### config.mk
export PLATFORM = sky130hd
export DESIGN_NAME = rcpu_core
export DESIGN_NICKNAME = d
export VERILOG_FILES = /design/src/rtl/rcpu_pkg.sv /design/src/rtl/rcpu_decode.sv /design/src/rtl/rcpu_exec.sv /design/src/rtl/rcpu_regfile.sv /design/src/rtl/rcpu_core.sv
export SDC_FILE = /design/constraint.sdc
export NUM_CORES = 2
export LEC_CHECK = 0
export CAP_MARGIN = 20
export CORE_UTILIZATION = 25
export CTS_CLUSTER_DIAMETER = 120
export CTS_CLUSTER_SIZE = 8
export DETAILED_ROUTE_END_ITERATION = 7
export PLACE_DENSITY = 0.44
export SLEW_MARGIN = 20
export SYNTH_ARGS = -nofsm -noshare
export SYNTH_HDL_FRONTEND = slang
export SYNTH_HIERARCHICAL = 1
export SYNTH_SLANG_ARGS = --single-unit
### constraint.sdc
create_clock -name clk -period 16.2 [get_ports clk]
set_input_delay 1.62 -clock clk [delete_from_list [all_inputs] [get_ports clk]]
set_output_delay 1.62 -clock clk [all_outputs]
set_load 0.02 [all_outputs]
### src/rtl/rcpu_pkg.sv
package rcpu_pkg;

  localparam int XLEN_D = 32;
  localparam int OPC_W  = 6;
  localparam int RIDX_W = 5;
  localparam int IMM_W  = 16;
  localparam int TGT_W  = 26;

  localparam logic [OPC_W-1:0] OPC_NOP  = 6'b000000;
  localparam logic [OPC_W-1:0] OPC_JMP  = 6'b000010;
  localparam logic [OPC_W-1:0] OPC_BEQ  = 6'b000100;
  localparam logic [OPC_W-1:0] OPC_BNE  = 6'b000101;
  localparam logic [OPC_W-1:0] OPC_ADDI = 6'b001000;
  localparam logic [OPC_W-1:0] OPC_SUBI = 6'b001001;
  localparam logic [OPC_W-1:0] OPC_ANDI = 6'b001100;
  localparam logic [OPC_W-1:0] OPC_MOV  = 6'b010001;
  localparam logic [OPC_W-1:0] OPC_ADD  = 6'b010010;
  localparam logic [OPC_W-1:0] OPC_SUB  = 6'b010011;
  localparam logic [OPC_W-1:0] OPC_LW   = 6'b100011;
  localparam logic [OPC_W-1:0] OPC_SW   = 6'b101011;
  localparam logic [OPC_W-1:0] OPC_HLT  = 6'b111111;

  typedef enum logic [2:0] {
    CLS_NOP, CLS_ALU, CLS_JUMP, CLS_BRANCH, CLS_LOAD, CLS_STORE, CLS_HALT
  } cls_e;

  typedef enum logic [1:0] {
    ALU_PASS, ALU_ADD, ALU_SUB, ALU_AND
  } alu_e;

  typedef enum logic [2:0] {
    ST_RESET, ST_FETCH0, ST_FETCH1, ST_EXEC, ST_HALT
  } state_e;

  typedef struct packed {
    cls_e              cls;
    alu_e              alu;
    logic              use_imm;
    logic              br_ne;
    logic [RIDX_W-1:0] rs;
    logic [RIDX_W-1:0] rt;
    logic [RIDX_W-1:0] wr_idx;
    logic [IMM_W-1:0]  imm;
    logic [TGT_W-1:0]  tgt;
  } dec_t;

endpackage

### src/rtl/rcpu_decode.sv
module rcpu_decode
  import rcpu_pkg::*;
#(
  parameter int XLEN = XLEN_D
) (
  input  logic [XLEN-1:0] instr,
  output dec_t            dec
);

  logic [OPC_W-1:0]  opc;
  logic [RIDX_W-1:0] f_rd;

  assign opc  = instr[31:26];
  assign f_rd = instr[15:11];

  always_comb begin
    dec         = '0;
    dec.cls     = CLS_NOP;
    dec.alu     = ALU_PASS;
    dec.rs      = instr[25:21];
    dec.rt      = instr[20:16];
    dec.imm     = instr[IMM_W-1:0];
    dec.tgt     = instr[TGT_W-1:0];
    dec.wr_idx  = '0;
    dec.use_imm = 1'b0;
    dec.br_ne   = 1'b0;
    case (opc)
      OPC_MOV:  begin dec.cls = CLS_ALU; dec.alu = ALU_PASS; dec.wr_idx = instr[20:16]; end
      OPC_ADD:  begin dec.cls = CLS_ALU; dec.alu = ALU_ADD;  dec.wr_idx = f_rd; end
      OPC_SUB:  begin dec.cls = CLS_ALU; dec.alu = ALU_SUB;  dec.wr_idx = f_rd; end
      OPC_ADDI: begin dec.cls = CLS_ALU; dec.alu = ALU_ADD;  dec.use_imm = 1'b1; dec.wr_idx = instr[20:16]; end
      OPC_SUBI: begin dec.cls = CLS_ALU; dec.alu = ALU_SUB;  dec.use_imm = 1'b1; dec.wr_idx = instr[20:16]; end
      OPC_ANDI: begin dec.cls = CLS_ALU; dec.alu = ALU_AND;  dec.use_imm = 1'b1; dec.wr_idx = instr[20:16]; end
      OPC_BEQ:  begin dec.cls = CLS_BRANCH; end
      OPC_BNE:  begin dec.cls = CLS_BRANCH; dec.br_ne = 1'b1; end
      OPC_JMP:  begin dec.cls = CLS_JUMP; end
      OPC_LW:   begin dec.cls = CLS_LOAD;  dec.wr_idx = instr[20:16]; end
      OPC_SW:   begin dec.cls = CLS_STORE; end
      OPC_HLT:  begin dec.cls = CLS_HALT; end
      default:  begin dec.cls = CLS_NOP; end
    endcase
  end

endmodule

### src/rtl/rcpu_exec.sv
module rcpu_exec
  import rcpu_pkg::*;
#(
  parameter int XLEN = XLEN_D
) (
  input  cls_e             cls,
  input  alu_e             alu,
  input  logic             use_imm,
  input  logic             br_ne,
  input  logic [IMM_W-1:0] imm,
  input  logic [TGT_W-1:0] tgt,
  input  logic [XLEN-1:0]  rs_val,
  input  logic [XLEN-1:0]  rt_val,
  input  logic [XLEN-1:0]  pc,
  output logic [XLEN-1:0]  alu_res,
  output logic [XLEN-1:0]  eff_addr,
  output logic [XLEN-1:0]  next_pc
);

  localparam int IMM_PAD = XLEN - IMM_W;
  localparam int TGT_PAD = XLEN - TGT_W;

  logic [XLEN-1:0] imm_z;
  logic [XLEN-1:0] opb;
  logic [XLEN-1:0] pc_inc;
  logic            taken;

  assign imm_z    = {{IMM_PAD{1'b0}}, imm};
  assign opb      = use_imm ? imm_z : rt_val;
  assign eff_addr = rs_val + imm_z;
  assign pc_inc   = pc + {{(XLEN-1){1'b0}}, 1'b1};
  assign taken    = (rs_val == rt_val) ^ br_ne;

  always_comb begin
    case (alu)
      ALU_ADD: alu_res = rs_val + opb;
      ALU_SUB: alu_res = rs_val - opb;
      ALU_AND: alu_res = rs_val & opb;
      default: alu_res = rs_val;
    endcase
  end

  always_comb begin
    case (cls)
      CLS_JUMP:   next_pc = {{TGT_PAD{1'b0}}, tgt};
      CLS_BRANCH: next_pc = taken ? imm_z : pc_inc;
      default:    next_pc = pc_inc;
    endcase
  end

endmodule

### src/rtl/rcpu_regfile.sv
module rcpu_regfile #(
  parameter int XLEN = 32,
  parameter int NREG = 32
) (
  input  logic                    clk,
  input  logic                    clr,
  input  logic                    we,
  input  logic [$clog2(NREG)-1:0] waddr,
  input  logic [XLEN-1:0]         wdata,
  input  logic [$clog2(NREG)-1:0] raddr_a,
  input  logic [$clog2(NREG)-1:0] raddr_b,
  output logic [XLEN-1:0]         rdata_a,
  output logic [XLEN-1:0]         rdata_b
);

  localparam int IDX_W = $clog2(NREG);

  logic [XLEN-1:0] regs [NREG];

  always_ff @(posedge clk) begin
    if (clr) begin
      for (int i = 0; i < NREG; i++) regs[i] <= '0;
    end else if (we && (waddr != '0)) begin
      regs[waddr] <= wdata;
    end
  end

  assign rdata_a = (raddr_a == IDX_W'(0)) ? '0 : regs[raddr_a];
  assign rdata_b = (raddr_b == IDX_W'(0)) ? '0 : regs[raddr_b];

endmodule

### src/rtl/rcpu_core.sv
module rcpu_core
  import rcpu_pkg::*;
#(
  parameter int XLEN = XLEN_D,
  parameter int NREG = 32
) (
  input  logic            clk,
  input  logic            rst,
  output logic [XLEN-1:0] mem_addr,
  output logic [XLEN-1:0] mem_wdata,
  output logic            mem_wdata_oe,
  input  logic [XLEN-1:0] mem_rdata,
  output logic            mem_rd_n,
  output logic            mem_wr_n,
  output logic            halt_n
);

  localparam int IDX_W = $clog2(NREG);

  state_e          state;
  logic            sub;
  logic [XLEN-1:0] pc;
  logic [XLEN-1:0] ir;
  dec_t            dec;

  logic [XLEN-1:0] rs_val, rt_val, alu_res, eff_addr, next_pc;
  logic            rf_we, rf_clr;
  logic [XLEN-1:0] rf_wdata;

  rcpu_decode #(.XLEN(XLEN)) u_dec (
    .instr (ir),
    .dec   (dec)
  );

  rcpu_regfile #(.XLEN(XLEN), .NREG(NREG)) u_rf (
    .clk     (clk),
    .clr     (rf_clr),
    .we      (rf_we),
    .waddr   (IDX_W'(dec.wr_idx)),
    .wdata   (rf_wdata),
    .raddr_a (IDX_W'(dec.rs)),
    .raddr_b (IDX_W'(dec.rt)),
    .rdata_a (rs_val),
    .rdata_b (rt_val)
  );

  rcpu_exec #(.XLEN(XLEN)) u_exe (
    .cls      (dec.cls),
    .alu      (dec.alu),
    .use_imm  (dec.use_imm),
    .br_ne    (dec.br_ne),
    .imm      (dec.imm),
    .tgt      (dec.tgt),
    .rs_val   (rs_val),
    .rt_val   (rt_val),
    .pc       (pc),
    .alu_res  (alu_res),
    .eff_addr (eff_addr),
    .next_pc  (next_pc)
  );

  assign rf_clr = rst || (state == ST_RESET);

  always_comb begin
    rf_we    = 1'b0;
    rf_wdata = alu_res;
    if (state == ST_EXEC) begin
      if (dec.cls == CLS_ALU) begin
        rf_we = 1'b1;
      end else if (dec.cls == CLS_LOAD && sub) begin
        rf_we    = 1'b1;
        rf_wdata = mem_rdata;
      end
    end
  end

  always_ff @(posedge clk) begin
    if (rst) begin
      state        <= ST_RESET;
      sub          <= 1'b0;
      pc           <= '0;
      ir           <= '0;
      mem_addr     <= '0;
      mem_wdata    <= '0;
      mem_wdata_oe <= 1'b0;
      mem_rd_n     <= 1'b1;
      mem_wr_n     <= 1'b1;
      halt_n       <= 1'b1;
    end else begin
      case (state)
        ST_RESET: begin
          pc           <= '0;
          mem_rd_n     <= 1'b1;
          mem_wr_n     <= 1'b1;
          mem_wdata_oe <= 1'b0;
          halt_n       <= 1'b1;
          state        <= ST_FETCH0;
        end
        ST_FETCH0: begin
          mem_addr     <= pc;
          mem_wdata_oe <= 1'b0;
          mem_rd_n     <= 1'b0;
          state        <= ST_FETCH1;
        end
        ST_FETCH1: begin
          ir       <= mem_rdata;
          mem_rd_n <= 1'b1;
          sub      <= 1'b0;
          state    <= ST_EXEC;
        end
        ST_EXEC: begin
          case (dec.cls)
            CLS_LOAD: begin
              if (!sub) begin
                mem_addr <= eff_addr;
                mem_rd_n <= 1'b0;
                sub      <= 1'b1;
              end else begin
                mem_rd_n <= 1'b1;
                pc       <= next_pc;
                state    <= ST_FETCH0;
              end
            end
            CLS_STORE: begin
              if (!sub) begin
                mem_addr     <= eff_addr;
                mem_wdata    <= rt_val;
                mem_wdata_oe <= 1'b1;
                mem_wr_n     <= 1'b0;
                sub          <= 1'b1;
              end else begin
                mem_wdata_oe <= 1'b0;
                mem_wr_n     <= 1'b1;
                pc           <= next_pc;
                state        <= ST_FETCH0;
              end
            end
            CLS_HALT: begin
              halt_n <= 1'b0;
              state  <= ST_HALT;
            end
            default: begin
              pc    <= next_pc;
              state <= ST_FETCH0;
            end
          endcase
        end
        ST_HALT: begin
          halt_n <= 1'b0;
        end
        default: state <= ST_RESET;
      endcase
    end
  end

endmodule

==> impl_metrics.py <==
metrics = {
    "run_status": {
        "status": "completed",
    },
    "clock_tree": {
        "cts_setup_buffers": 0,
        "htreeDepth": 4,
        "cts_tree": "done",
        "clock_latency_ps": 830,
        "cts_buffers": 163,
        "hold_buffers": 0,
        "cts.clk_slew.worst_paths_ps": 60,
        "clock-sinks": 1160,
        "cts_max_path_buffers": 3,
        "post_cts_resized": 0,
        "cts-root-buf": "clkbuf_16",
    },
    "power_and_ir_drop": {
        "pwr-share-clk_pct": 37.3,
        "p_leak_nw": 26.0,
        "power-per-cell-area_nw_per_um2": 111,
        "power_frac_comb_pct": 20.3,
        "switching_share_pct": 31.2,
        "peakVddDrop_mv": 0.116,
        "p_int_mw": 5.86,
        "switchingPower_mw": 2.66,
        "p_total_mw": 8.52,
        "seqPwrFrac_pct": 42.4,
    },
    "placement": {
        "gp_congestion": 0.923,
        "port_buffers": 101,
        "place_ws_ps": 6880,
        "hpwl_mm": 182,
        "dp.cells": 8823,
    },
    "synth": {
        "muxShareOfSynthArea_pct": 18.1,
        "async_reset_ff_share_pct": 0,
        "synth_cell_types": 94,
        "yosys.area_share.simple_pct": 15.7,
        "ys_ff_latch": 1160,
        "syn_area_um2": 67200,
        "synth-edff-count": 1024,
        "ys.flop_type": "edfxtp_1",
        "synth_cells": 5494,
        "seq_area_frac_synth_pct": 49.8,
        "synth_fa_ha_area_share_pct": 1.05,
        "synth_top_family_by_area": "multiplexers",
        "ys.warnings.count": 6,
        "synthXorXnorAreaFrac_pct": 1.68,
        "synth_compound_area_share_pct": 9.31,
        "synth.avg_cell_area_um2": 12.2,
    },
    "sta": {
        "relSlewSlack_pct": 15.2,
        "finalCriticalPeriod_ps": 9520,
        "skew_ps": 57.1,
        "worst_slew_pin_slew_ps": 1260,
        "fmax_ghz": 0.105,
        "tns_ps": 0,
        "fin_ws_ps": 6680,
        "drv_slew": 0,
        "rsz0062_at_grt": "no",
        "hold_viol_final": 0,
        "whs_ps": 450,
        "setup_viol": 0,
        "timing.final.crit_share_pct": 58.7,
    },
    "die": {
        "initial_utilization_pct": 25.1,
        "fp-row-count": 190,
        "dieArea_um2": 271000,
        "core_area_um2": 268000,
        "io-pin-count": 102,
        "die_x_um": 521,
        "die_h_um": 521,
    },
    "critical_path": {
        "r2r_start": "ir[16]$_SDFFE_PP0P_",
        "critPathMaxFanout": 31,
        "required_ps": 16880,
        "reg2reg_depth": 24,
        "cp.arrival_ps": 10200,
        "r2r_end": "u_rf/regs[28][30]$_SDFFCE_PN0P_",
        "end_kind": "flip-flop",
        "path_class": "reg -> reg",
        "reg2reg_slack_ps": 6680,
        "cp-start-kind": "flip-flop",
    },
    "routing": {
        "drtPass1Iterations": 5,
        "via_count": 48400,
        "wl_mm": 289,
        "drc": 0,
        "drt_iter0_drc": 5664,
        "viasPerCell": 5.35,
        "antenna_left": 0,
        "wl_per_cell_um": 32.0,
    },
    "final_layout": {
        "nets": 5525,
        "area_growth_pct": 14.2,
        "drive_above_1_share_pct": 18.8,
        "stdcell_count": 9044,
        "nFillCells": 27300,
    },
    "global_route": {
        "grt_pass1_wl_mm": 395,
        "antenna_found_initial": 24,
        "grt_pass1_vias": 47000,
        "grt.total_usage_pct": 20.9,
        "grt-ovfl-total": 0,
        "grt_max_degree": 93,
    },
    "min_path": {
        "holdPathStages": 2,
        "worstHoldEndpoint": "mem_wdata[16]$_SDFFE_PP0P_",
        "min-delay-path-class": "reg -> reg",
        "worstHoldStart": "mem_wdata[16]$_SDFFE_PP0P_",
    },
    "flow_run": {
        "cap_violations": 0,
    },
}
-- worst max-delay path: stages, from the launching register on --
cell,delay (ps)
dfxtp_4,510
buf_4,570
buf_4,620
mux4_2,570
a22o_1,420
a2111oi_2,760
nor3_1,320
mux2i_1,340
ha_1,250
o221ai_1,220
nor4b_1,770
and3_1,350
o21ai_0,260
and2_1,280
xnor2_1,170
ha_1,300
and4_1,220
a22oi_1,200
nand2b_1,120
o21ai_0,440
a311oi_1,220
o21a_1,230
o32ai_1,220
mux2_2,690
and2_1,230
-- cells in the mapped netlist (53+ instances only) --
| cell type | n | area (um2) |
|---|---|---|
| dfxtp_1 | 136 | 2720 |
| nand2_1 | 277 | 1040 |
| nor2_1 | 146 | 548 |
| buf_2 | 74 | 370 |
| o22ai_1 | 93 | 582 |
| o21ai_0 | 138 | 691 |
| a211oi_1 | 56 | 420 |
| a22oi_1 | 109 | 818 |
| nor2b_1 | 92 | 576 |
| mux4_2 | 356 | 8020 |
| xnor2_1 | 89 | 780 |
| mux2_2 | 58 | 653 |
| and2_1 | 1003 | 6270 |
| clkbuf_1 | 383 | 1440 |
| buf_4 | 78 | 586 |
| a22o_1 | 56 | 490 |
| mux2i_1 | 337 | 3370 |
| a21oi_1 | 246 | 1230 |
| ha_1 | 53 | 663 |
| edfxtp_1 | 1024 | 30700 |
| nor3_1 | 60 | 300 |
-- registers in the layout, summed over array words and instances (netlist names) --
signal and flops:
halt_n 1, ir 32, mem_addr 32, mem_rd_n 1, mem_wdata 32, mem_wdata_oe 1, mem_wr_n 1, pc 32
state 3, sub 1, u_rf/regs 1024
-- routing by layer --
| metal | up-vias | GRT usage [%] | part of all wire, % |
|---|---|---|---|
| met5 | - | 0 | 0.0093 |
| met4 | 4 | 10.1 | 5.1 |
| met3 | 447 | 4.08 | 8.0 |
| met2 | 2267 | 31.3 | 43 |
| met1 | 25200 | 28.6 | 43 |
| li1 | 20400 | - | - |
-- logic make-up (layout without fill, tap and decap cells) --
group	after synthesis	in the layout
DFF	1160	1160
and+or+nand+nor	1858	1858
buffers and inverters	618	565
muxes	761	761
adders and majority gates	55	55
AOI/OAI and AO/OA	912	912
other	1	52
xor gates and xnor gates	129	129
-- placed cells by master, fill, tap and decap left out, types with 100 or more instances in the layout --
cell and n:
mux4_2 356, a22oi_1 109, and2_1 1001, nand2_1 277
edfxtp_1 1024, clkdlybuf4s50_1 100, nor2_1 112, clkbuf_16 165
buf_4 221, o21ai_0 137, a21oi_1 240, dfxtp_1 128
mux2i_1 337
-- power groups by stage --
| stage | sequential [mW] | combinational, mW | clock (mW) |
|---|---|---|---|
| floorplan | 3.61 | 1.01 | 0 |
| global placement | 3.66 | 1.70 | 0 |
| detailed placement | 3.66 | 1.70 | 0 |
| CTS | 3.61 | 1.71 | 3.24 |
| global route | 3.63 | 1.81 | 3.35 |
| finish | 3.61 | 1.73 | 3.18 |
-- final cells by class --
type	count	area, um2	area share, %
Clock inverter	14	228	0.296
Sequential cell	1160	33500	43.6
Tap cell	3552	4440	5.79
Inverter	40	150	0.195
Timing Repair Buffer	324	2720	3.54
Clock buffer	187	4210	5.48
Multi-Input combinational cell	3747	31500	41.0
Antenna cell	20	50.0	0.0652
-- how the worst max path moves through the flow --
stage	slack, ps	start	depth (start not counted)	end
2_1_floorplan	10030	ir[30]$_SDFFE_PP0P_	26	u_rf/regs[10][31]$_SDFFCE_PN0P_
3_3_place_gp	6570	ir[16]$_SDFFE_PP0P_	23	u_rf/regs[29][30]$_SDFFCE_PN0P_
3_5_place_dp	6880	ir[16]$_SDFFE_PP0P_	24	u_rf/regs[2][30]$_SDFFCE_PN0P_
4_1_cts	6880	ir[16]$_SDFFE_PP0P_	24	u_rf/regs[1][30]$_SDFFCE_PN0P_
5_1_grt	6270	ir[16]$_SDFFE_PP0P_	24	u_rf/regs[27][30]$_SDFFCE_PN0P_
6_report	6680	ir[16]$_SDFFE_PP0P_	24	u_rf/regs[28][30]$_SDFFCE_PN0P_
-- metrics by stage --
| step | instance area, um2 | util (%) |
|---|---|---|
| after global routing | 76800 | 28.7 |
| after floorplan | 67400 | - |
| after detailed placement | 72300 | 27.0 |
| after global placement | 72300 | 27.0 |
| final | 76800 | 28.7 |
| after CTS | 76700 | 28.7 |
(Power assumes the default switching activity.)
